File: src/rtl/vref_i2c_pkg.sv
package vref_i2c_pkg;
  localparam int NUM_CH_D = 8;
  localparam int VAL_W_D  = 10;
  localparam logic [5:0] ADDR_HI_D = 6'b111010;

  typedef enum logic [1:0] {
    PH_IDLE,
    PH_ADDR,
    PH_WR,
    PH_RD
  } phase_t;
endpackage

File: src/rtl/vref_i2c_deglitch.sv
module vref_i2c_deglitch (
  input  logic clk,
  input  logic rst_n,
  input  logic din,
  input  logic en,
  output logic dout
);
  logic s1, s2, h1, h2, maj;

  assign maj = (s2 & h1) | (s2 & h2) | (h1 & h2);

  always_ff @(posedge clk or negedge rst_n) begin
    if (!rst_n) begin
      s1 <= 1'b0; s2 <= 1'b0; h1 <= 1'b0; h2 <= 1'b0; dout <= 1'b0;
    end else begin
      s1   <= din;
      s2   <= s1;
      h1   <= s2;
      h2   <= h1;
      dout <= en ? maj : s2;
    end
  end

  // With the vote active, a change at the output needs the newest sample to agree.
  p_spike_vote_r10: assert property (@(posedge clk) disable iff (!rst_n)
    ($past(en) && $past(en, 2) && (dout != $past(dout))) |-> ($past(s2) == dout));
endmodule

File: src/rtl/vref_i2c_bank.sv
module vref_i2c_bank #(
  parameter int NUM_CH = 8,
  parameter int VAL_W  = 10,
  localparam int IDX_W = $clog2(NUM_CH)
) (
  input  logic                    clk,
  input  logic                    rst_n,
  input  logic                    wr_en,
  input  logic [IDX_W-1:0]        wr_idx,
  input  logic [VAL_W-1:0]        wr_data,
  output logic [NUM_CH*VAL_W-1:0] vals,
  output logic [NUM_CH-1:0]       upd
);
  logic [VAL_W-1:0] val_q [NUM_CH];

  for (genvar g = 0; g < NUM_CH; g++) begin : g_ch
    logic hit;
    assign hit = wr_en && (wr_idx == IDX_W'(g));

    always_ff @(posedge clk or negedge rst_n) begin
      if (!rst_n) begin
        val_q[g] <= '0;
        upd[g]   <= 1'b0;
      end else begin
        upd[g] <= hit;
        if (hit) val_q[g] <= wr_data;
      end
    end

    assign vals[g*VAL_W +: VAL_W] = val_q[g];

    p_change_has_strobe_r4: assert property (@(posedge clk) disable iff (!rst_n)
      !$stable(val_q[g]) |-> upd[g]);
  end

  p_one_strobe_r4: assert property (@(posedge clk) disable iff (!rst_n) $onehot0(upd));
endmodule

File: src/rtl/vref_i2c_engine.sv
module vref_i2c_engine
  import vref_i2c_pkg::*;
#(
  parameter int NUM_CH = 8,
  parameter int VAL_W  = 10,
  parameter logic [5:0] ADDR_HI = 6'b111010,
  localparam int IDX_W = $clog2(NUM_CH),
  localparam int HI_W  = VAL_W - 8,
  localparam int CNT_W = $clog2(2*NUM_CH + 1)
) (
  input  logic                    clk,
  input  logic                    rst_n,
  input  logic                    scl,
  input  logic                    sda,
  input  logic                    addr_lsb,
  input  logic                    bulk_mode,
  input  logic [NUM_CH*VAL_W-1:0] vals,
  output logic                    sda_oe,
  output logic                    wr_en,
  output logic [IDX_W-1:0]        wr_idx,
  output logic [VAL_W-1:0]        wr_data
);
  localparam logic [CNT_W-1:0] BULK_N  = CNT_W'(2*NUM_CH);
  localparam logic [3:0]       PTR_LIM = 4'(NUM_CH);

  phase_t           phase;
  logic             scl_q, sda_q, start_c, stop_c, rise, fall;
  logic [3:0]       bitcnt, ptr;
  logic             in_ack, got_reg, mnack;
  logic [7:0]       shreg, rd_byte;
  logic [6:0]       tx7;
  logic [CNT_W-1:0] bidx;
  logic [HI_W-1:0]  hi;
  logic [VAL_W-1:0] varr [NUM_CH];
  logic [VAL_W-1:0] sel_v;
  logic [IDX_W-1:0] sel_ch;
  logic             sel_ok;

  for (genvar g = 0; g < NUM_CH; g++) begin : g_unpack
    assign varr[g] = vals[g*VAL_W +: VAL_W];
  end

  assign start_c = scl & scl_q & sda_q & ~sda;
  assign stop_c  = scl & scl_q & ~sda_q & sda;
  assign rise    = scl & ~scl_q;
  assign fall    = ~scl & scl_q;

  always_comb begin
    if (bulk_mode) begin
      sel_ok = bidx < BULK_N;
      sel_ch = bidx[IDX_W:1];
    end else begin
      sel_ok = (ptr < PTR_LIM) && (bidx < CNT_W'(2));
      sel_ch = ptr[IDX_W-1:0];
    end
    sel_v = varr[sel_ch];
    if (!sel_ok)      rd_byte = '0;
    else if (bidx[0]) rd_byte = sel_v[7:0];
    else              rd_byte = {{(16-VAL_W){1'b0}}, sel_v[VAL_W-1:8]};
  end

  always_ff @(posedge clk or negedge rst_n) begin
    if (!rst_n) begin
      scl_q <= 1'b0; sda_q <= 1'b0;
    end else begin
      scl_q <= scl; sda_q <= sda;
    end
  end

  always_ff @(posedge clk or negedge rst_n) begin
    if (!rst_n) begin
      phase <= PH_IDLE; bitcnt <= '0; in_ack <= 1'b0; shreg <= '0; tx7 <= '0;
      bidx <= '0; ptr <= '0; got_reg <= 1'b0; hi <= '0; mnack <= 1'b0;
      sda_oe <= 1'b0; wr_en <= 1'b0; wr_idx <= '0; wr_data <= '0;
    end else begin
      wr_en <= 1'b0;
      if (start_c) begin
        phase <= PH_ADDR; bitcnt <= '0; in_ack <= 1'b0; sda_oe <= 1'b0;
        bidx <= '0; got_reg <= 1'b0;
      end else if (stop_c) begin
        phase <= PH_IDLE; in_ack <= 1'b0; sda_oe <= 1'b0;
      end else begin
        unique case (phase)
          PH_ADDR, PH_WR: begin
            if (rise && !in_ack) begin
              shreg  <= {shreg[6:0], sda};
              bitcnt <= bitcnt + 4'd1;
            end else if (fall && !in_ack && bitcnt == 4'd8) begin
              bitcnt <= '0;
              if (phase == PH_ADDR) begin
                if (shreg[7:1] == {ADDR_HI, addr_lsb}) begin
                  in_ack <= 1'b1; sda_oe <= 1'b1;
                  phase  <= shreg[0] ? PH_RD : PH_WR;
                end else begin
                  phase <= PH_IDLE;
                end
              end else begin
                in_ack <= 1'b1; sda_oe <= 1'b1;
                if (bulk_mode) begin
                  if (bidx < BULK_N) begin
                    if (!bidx[0]) hi <= shreg[HI_W-1:0];
                    else begin
                      wr_en <= 1'b1; wr_idx <= bidx[IDX_W:1]; wr_data <= {hi, shreg};
                    end
                    bidx <= bidx + 1'b1;
                  end
                end else if (!got_reg) begin
                  ptr <= shreg[3:0]; got_reg <= 1'b1;
                end else begin
                  if (bidx == '0) hi <= shreg[HI_W-1:0];
                  else if (bidx == CNT_W'(1) && ptr < PTR_LIM) begin
                    wr_en <= 1'b1; wr_idx <= ptr[IDX_W-1:0]; wr_data <= {hi, shreg};
                  end
                  if (bidx < CNT_W'(2)) bidx <= bidx + 1'b1;
                end
              end
            end else if (fall && in_ack) begin
              in_ack <= 1'b0; sda_oe <= 1'b0;
            end
          end
          PH_RD: begin
            if (in_ack) begin
              if (rise) mnack <= sda;
              else if (fall) begin
                in_ack <= 1'b0;
                if (mnack) begin
                  phase <= PH_IDLE; sda_oe <= 1'b0;
                end else begin
                  tx7 <= rd_byte[6:0]; sda_oe <= ~rd_byte[7]; bitcnt <= '0;
                end
              end
            end else if (rise) begin
              bitcnt <= bitcnt + 4'd1;
            end else if (fall) begin
              if (bitcnt == 4'd8) begin
                sda_oe <= 1'b0; in_ack <= 1'b1; bitcnt <= '0;
                if (bidx != BULK_N) bidx <= bidx + 1'b1;
              end else begin
                tx7 <= {tx7[5:0], 1'b0}; sda_oe <= ~tx7[6];
              end
            end
          end
          default: ;
        endcase
      end
    end
  end

  p_idle_released_r12: assert property (@(posedge clk) disable iff (!rst_n)
    (phase == PH_IDLE) |-> !sda_oe);
  p_start_releases_r12: assert property (@(posedge clk) disable iff (!rst_n)
    start_c |=> !sda_oe);
  p_write_origin_r3: assert property (@(posedge clk) disable iff (!rst_n)
    wr_en |-> ($past(phase) == PH_WR));
  p_foreign_no_ack_r1: assert property (@(posedge clk) disable iff (!rst_n)
    (!start_c && !stop_c && phase == PH_ADDR && fall && !in_ack && bitcnt == 4'd8 &&
     shreg[7:1] != {ADDR_HI, addr_lsb}) |=> !sda_oe);
endmodule

File: src/rtl/vref_i2c_target.sv
module vref_i2c_target
  import vref_i2c_pkg::*;
#(
  parameter int NUM_CH = NUM_CH_D,
  parameter int VAL_W  = VAL_W_D,
  parameter logic [5:0] ADDR_HI = ADDR_HI_D,
  localparam int IDX_W = $clog2(NUM_CH)
) (
  input  logic                    clk,
  input  logic                    rst_n,
  input  logic                    scl_in,
  input  logic                    sda_in,
  output logic                    sda_pull,
  input  logic                    addr_sel,
  input  logic                    bulk_mode,
  input  logic                    filt_en,
  output logic [NUM_CH*VAL_W-1:0] ch_vals,
  output logic [NUM_CH-1:0]       ch_upd
);
  logic [1:0]       raw, clean;
  logic             wr_en;
  logic [IDX_W-1:0] wr_idx;
  logic [VAL_W-1:0] wr_data;

  assign raw = {sda_in, scl_in};

  for (genvar l = 0; l < 2; l++) begin : g_line
    vref_i2c_deglitch u_flt (
      .clk(clk), .rst_n(rst_n), .din(raw[l]), .en(filt_en), .dout(clean[l])
    );
  end

  vref_i2c_engine #(.NUM_CH(NUM_CH), .VAL_W(VAL_W), .ADDR_HI(ADDR_HI)) u_eng (
    .clk(clk), .rst_n(rst_n), .scl(clean[0]), .sda(clean[1]),
    .addr_lsb(addr_sel), .bulk_mode(bulk_mode), .vals(ch_vals),
    .sda_oe(sda_pull), .wr_en(wr_en), .wr_idx(wr_idx), .wr_data(wr_data)
  );

  vref_i2c_bank #(.NUM_CH(NUM_CH), .VAL_W(VAL_W)) u_bank (
    .clk(clk), .rst_n(rst_n), .wr_en(wr_en), .wr_idx(wr_idx),
    .wr_data(wr_data), .vals(ch_vals), .upd(ch_upd)
  );
endmodule

File: config.mk
export PLATFORM = sky130hd
export DESIGN_NAME = vref_i2c_target
export DESIGN_NICKNAME = d
export VERILOG_FILES = /design/src/rtl/vref_i2c_pkg.sv /design/src/rtl/vref_i2c_deglitch.sv /design/src/rtl/vref_i2c_bank.sv /design/src/rtl/vref_i2c_engine.sv /design/src/rtl/vref_i2c_target.sv
export SDC_FILE = /design/constraint.sdc
export NUM_CORES = 1
export LEC_CHECK = 0
export ABC_AREA = 1
export CELL_PAD_IN_SITES_DETAIL_PLACEMENT = 0
export CELL_PAD_IN_SITES_GLOBAL_PLACEMENT = 1
export CORE_MARGIN = 8
export CORE_UTILIZATION = 46
export CTS_BUF_LIST = sky130_fd_sc_hd__clkbuf_8
export CTS_CLUSTER_DIAMETER = 150
export DETAILED_ROUTE_END_ITERATION = 16
export MAX_ROUTING_LAYER = met4
export PLACE_DENSITY_LB_ADDON = 0.1
export SLEW_MARGIN = 5
export SYNTH_ARGS = -nofsm -noshare
export SYNTH_HDL_FRONTEND = slang
export SYNTH_SLANG_ARGS = --single-unit
export TNS_END_PERCENT = 30
File: constraint.sdc
create_clock -name clk -period 5 [get_ports clk]
set_input_delay 0.5 -clock clk [delete_from_list [all_inputs] [get_ports clk]]
set_output_delay 0.5 -clock clk [all_outputs]
set_load 0.02 [all_outputs]
==> results of run 1 <==
per-layer routing:
| layer | up-vias | track usage | wire (microns) |
|---|---|---|---|
| li1 | 2890 | - | - |
| met1 | 2825 | 0.263 | 8690 |
| met2 | 183 | 0.318 | 8940 |
| met3 | 26 | 0.0438 | 969 |
| met4 | 0 | 0.0714 | 351 |
| met5 | - | - | 0 |
worst min-delay path by stage:
stage / endpoint / slack (ns)
after CTS: u_bank.vals[54] / 0.18
after global routing: u_bank.vals[54] / 0.21
final: u_bank.vals[54] / 0.13
after global placement: g_line[1].u_flt.s2 / 0.33
after floorplan: g_line[0].u_flt.dout / 0.20
after detailed placement: g_line[1].u_flt.s2 / 0.34
cells in the mapped netlist (all sizes together) (2+ instances only):
| master | n | area [sq um] |
|---|---|---|
| clkinv | 6 | 22.5 |
| inv | 92 | 345 |
| o211ai | 13 | 97.6 |
| dfrtp | 150 | 3750 |
| nand2 | 229 | 885 |
| nand3 | 75 | 380 |
| xor2 | 4 | 35.0 |
| nor3 | 4 | 31.3 |
| clkbuf | 17 | 63.8 |
| o21ai | 127 | 681 |
| nand4 | 4 | 25.0 |
| buf | 14 | 108 |
| a21oi | 30 | 158 |
| ha | 10 | 125 |
| xnor2 | 2 | 17.5 |
| nor2 | 52 | 225 |
| a31oi | 3 | 18.8 |
area by class of cell:
| type | instances | area share |
|---|---|---|
| inverter | 98 | 0.0433 |
| sequential | 150 | 0.442 |
| clock inverter | 13 | 0.0216 |
| timing repair buffer | 99 | 0.116 |
| clock buffer | 18 | 0.0292 |
| multi-input combinational | 558 | 0.321 |
| tap | 188 | 0.0277 |
power groups by stage:
stage               registers, mW  logic (mW)  clock network (mW)
finish                       1.36       0.509                1.01
global route                 1.36       0.584                1.08
CTS                          1.35       0.513                1.03
detailed placement           1.38       0.511                   0
global placement             1.37       0.498                   0
floorplan                    1.36       0.379                   0
worst max-delay path: cells and delay by family:
kind	cells	cell delay (ns)
AO/OA/AOI/OAI	3	0.58
AND/OR/NAND/NOR	4	0.91
buffers and inverters	2	0.94
cell families after synthesis:
logic type	count (synthesis)	synth area share
adder cells (fa/ha/maj)	10	0.0178
flip-flops	150	0.535
buffers and inverters	129	0.0768
XOR/XNOR	6	0.00749
AO/OA/AOI/OAI	177	0.141
AND/OR/NAND/NOR	365	0.222
per-stage QoR:
stage	std cells	total power, mW	hold WS [ns]	setup WS (ns)	utilization
floorplan	837	1.74	0.204	3.34	-
global placement	1093	1.87	0.334	2.07	0.537
detailed placement	1093	1.89	0.338	1.96	0.537
CTS	1124	2.90	0.179	2.47	0.565
global route	1124	3.03	0.206	2.15	0.565
finish	1124	2.88	0.133	2.42	0.565
==> metrics.yaml, run 1 <==
tritoncts: "built"
grt_pass1_vias: 5672
die_h_microns: 140
fin_crit_sh: 0.516
rows: 45
combinationalPowerShare: 0.177
synth_cells: 837
switching_share: 0.306
max_freq_mhz: 387
route.detailed.drc: 0
worstPathRequired_ns: 5.39
rsz0062_at_grt: "false"
crit_fanout: 58
area_growth_pct: 21.0
post_cts.repair.setup_buffers: 0
h-tree-depth: 4
seq_area_sq_um: 3750
io-pin-count: 96
critPathArrivalTime_ns: 2.97
grt_util_all_layers: 0.205
internal_power_mw: 2.00
p_leak_nw: 3.70
cpPeakStageDelay_ns: 0.76
final_cell_mix: "nand2_1 (223), dfrtp_1 (150), o21ai_0 (109), clkdlybuf4s50_1 (94), inv_1 (90)"
fill_cells: 1380
hold_viol_final: 0
relSlewSlack: 0.334
worstSetupEndpoint: "u_eng.tx7[4]"
drive_above_1_share: 0.0705
cts.sinks: 150
core_sq_um: 15000
path_class: "input port to flop"
drt_iter0_drc: 397
fin_tns_setup_ns: 0
p_per_area_nw_per_um2: 339
pwr-share-seq: 0.471
drtPass1Iterations: 5
yosysSeqAreaShare: 0.535
cts_root_buf: "clkbuf_8"
syn_nets: 854
critPathLaunchType: "input port"
p_sw_uw: 879
slowest_stage: "clkdlybuf4s50_1"
clock_power_share: 0.352
crit_start: "bulk_mode"
worstReg2RegEnd: "u_eng.tx7[4]"
die-area_sq_um: 19500
r2r_cells: 7
layout.nets: 941
cts_buffer_depth: 2
synth_edf_count: 0
finalWeightedCongestion: 0.883
globalRouteOverflowTotal: 0
cts_hold_buf: 0
synth_ff_type: "dfrtp_1"
finalMaxSlewViolations: 0
drv_cap: 0
cp_cell_sequence: "clkdlybuf4s50_1 > inv_2 > nand2_4 > nand2_2 > a21oi_1 > o21ai_0 > nand3_1 > nand3_1 > a21oi_1"
cts_made_buffers: 17
cp-end-kind: "flop"
start_util: 0.467
final_common_cell: "nand2_1"
ys_types: 35
tightest_slew_ns: 0.996
vias: 5924
status: "finished, final reports clean"
antennaDiodeCount: 0
cts-resized-gates: 0
finalSetupViolations: 0
ir_worst_vdd_mv: 0.190
viasPerCell: 5.27
synth-async-reset-ratio: 1.00
skew_ns: 0.00988
wire_per_inst_microns: 16.9
syn_area_sq_um: 7020
period_needed_ns: 2.58
largest_reg_flops: 80
drtAntennaViolNets: 0
ys_ff_latch: 150
antenna_found_initial: 0
r2r_slack_ns: 2.82
multi_input_area_sq_um: 2730
min_path_type: "input port to async pin"
io_buffer_count: 95
grt_pass1_wl_microns: 30800
routed_wl_microns: 19000
grt_start_max_net_pins: 105
die_w_microns: 140
hpwl_microns: 13900
path_clk_slew_ns: 0.08
final_cell_area_sq_um: 8500
syn_area_per_cell_sq_um: 8.39
r2r-start: "u_eng.bidx[1]"
clkLatencyLatePin_ns: 0.46
place_area_sq_um: 8070
yosys_warnings: 0
Power figures use the tool's default switching activity.
==> run 2: changes to the inputs <==
CORE_UTILIZATION = 43   (was 46)
clock period = 2.67 ns   (was 5 ns; I/O delays follow)
==> run 2 against run 1 <==
Effect of this change:
- die area is 6.2% higher
- global-route usage is 0.69 points lower
- count of clock-buffer cells in the layout is 2 higher
- hold slack better by 0.13 ns
- utilization is 2.2 points lower
- combinational power is 95% higher
- final area is 1.9% higher
- flip-flop and latch count stayed put
- non-clock buffer count is 17 higher
- clock power is 88% higher
- largest power group unchanged
==> metrics.yaml, run 2 (synthesis results as in run 1) <==
relSlewSlack: 0.596
layout.nets: 958
final_common_cell: "nand2_1"
cts_root_buf: "clkbuf_8"
skew_ns: 0.00852
globalRouteOverflowTotal: 0
switching_share: 0.295
grt_pass1_vias: 5714
r2r_slack_ns: 0.68
place_ws_ns: 0.378
area_growth_pct: 23.4
crit_fanout: 9
cts_buffer_depth: 2
rsz0062_at_grt: "false"
fin_ws_ns: 0.683
antennaDiodeCount: 0
r2r_cells: 8
route.detailed.drc: 0
finalMaxSlewViolations: 0
rows: 46
fin_crit_sh: 0.744
drtPass1Iterations: 5
p_per_area_nw_per_um2: 624
hold_viol_final: 0
status: "finished, final reports clean"
path_class: "flop to flop"
die_w_microns: 144
hpwl_microns: 14500
die-area_sq_um: 20700
viasPerCell: 5.05
core_sq_um: 15900
clock_power_share: 0.351
grt_start_max_net_pins: 64
drt_iter0_drc: 403
max_freq_mhz: 503
cts_hold_buf: 1
cts-resized-gates: 0
combinationalPowerShare: 0.183
internal_power_mw: 3.81
finalNonFillerCells: 1168
routed_wl_microns: 19300
cts.sinks: 150
min_path_cells: 1
vias: 5899
cts_made_buffers: 17
clkLatencyLatePin_ns: 0.44
post_cts.repair.setup_buffers: 0
pwr-share-seq: 0.465
ir_worst_vdd_mv: 0.311
io_buffer_count: 95
finalWeightedCongestion: 0.898
drtAntennaViolNets: 0
path_clk_slew_ns: 0.08
drive_above_1_share: 0.0861
tightest_slew_ns: 0.606
io-pin-count: 96
h-tree-depth: 4
cp-end-kind: "flop"
grt_util_all_layers: 0.198
drv_cap: 0
wire_per_inst_microns: 16.5
period_needed_ns: 1.99
critPathLaunchType: "flop"
antenna_found_initial: 0
min_path_type: "input port to flop"
fill_cells: 1465
tritoncts: "built"
start_util: 0.440
p_leak_nw: 3.80
finalSetupViolations: 0
worstPathRequired_ns: 2.99
fin_tns_setup_ns: 0
dp_cells: 1137
die_h_microns: 144
grt_pass1_wl_microns: 30700
critPathArrivalTime_ns: 2.31
largest_reg_flops: 80
final_cell_mix: "nand2_1 (223), dfrtp_1 (150), o21ai_0 (109), clkdlybuf4s50_1 (94), inv_1 (89)"
p_sw_mw: 1.60
-- run 2: cell count changes in the layout (fill, tap and decap cells not counted), moves of 2 or more --
cell and change:
buf_4 +16, clkinv_2 +3, clkinv_4 -3, clkbuf_8 +2
clkinvlp_4 -2
-- run 2: metal layers --
layer | up-vias | GRT usage | part of all wire
li1 | 2918 | - | -
met1 | 2793 | 0.259 | 0.48
met2 | 156 | 0.305 | 0.46
met3 | 32 | 0.0332 | 0.045
met4 | 0 | 0.0736 | 0.021
met5 | - | - | 0
-- run 2: cell type report --
type | count | area (sq um) | area share
inverter | 98 | 368 | 0.0425
clock inverter | 10 | 154 | 0.0178
tap | 216 | 270 | 0.0312
sequential | 150 | 3750 | 0.433
clock buffer | 20 | 275 | 0.0318
multi-input combinational | 558 | 2730 | 0.315
timing repair buffer | 116 | 1110 | 0.128
-- run 2: worst paths after layout --
path	to	start
min reg2reg	g_line[0].u_flt.s2	g_line[0].u_flt.s1
max in group asynchronous	u_eng.tx7[1]	rst_n
min in group asynchronous	u_bank.vals[43]	rst_n
max	u_eng.tx7[3]	u_eng.phase[0]
min	g_line[1].u_flt.s1	sda_in
max reg2reg	u_eng.tx7[3]	u_eng.phase[0]
-- run 2: metrics by stage --
stage	util	power (mW)	instance area (sq um)	hold WS (ns)
2_1_floorplan	-	3.25	7020	-0.0286
3_3_place_gp	0.516	3.52	8220	0.291
3_5_place_dp	0.516	3.55	8220	0.294
4_1_cts	0.543	5.45	8660	0.234
5_1_grt	0.543	5.68	8660	0.234
6_report	0.543	5.40	8660	0.262
-- run 2: power groups by stage --
stage	Combinational (mW)	Clock [mW]	Sequential [mW]
after detailed placement	0.989	0	2.56
after CTS	0.996	1.94	2.51
after global routing	1.12	2.03	2.53
after global placement	0.969	0	2.55
final	0.991	1.90	2.51
after floorplan	0.711	0	2.54
-- run 2: worst max-delay path, cell delays in order, from the launching register on --
cell,delay (ns)
dfrtp_1,0.42
ha_1,0.36
o21ai_1,0.11
inv_1,0.10
nand2_1,0.07
nor2_2,0.30
inv_1,0.23
a21oi_1,0.18
a21oi_1,0.09
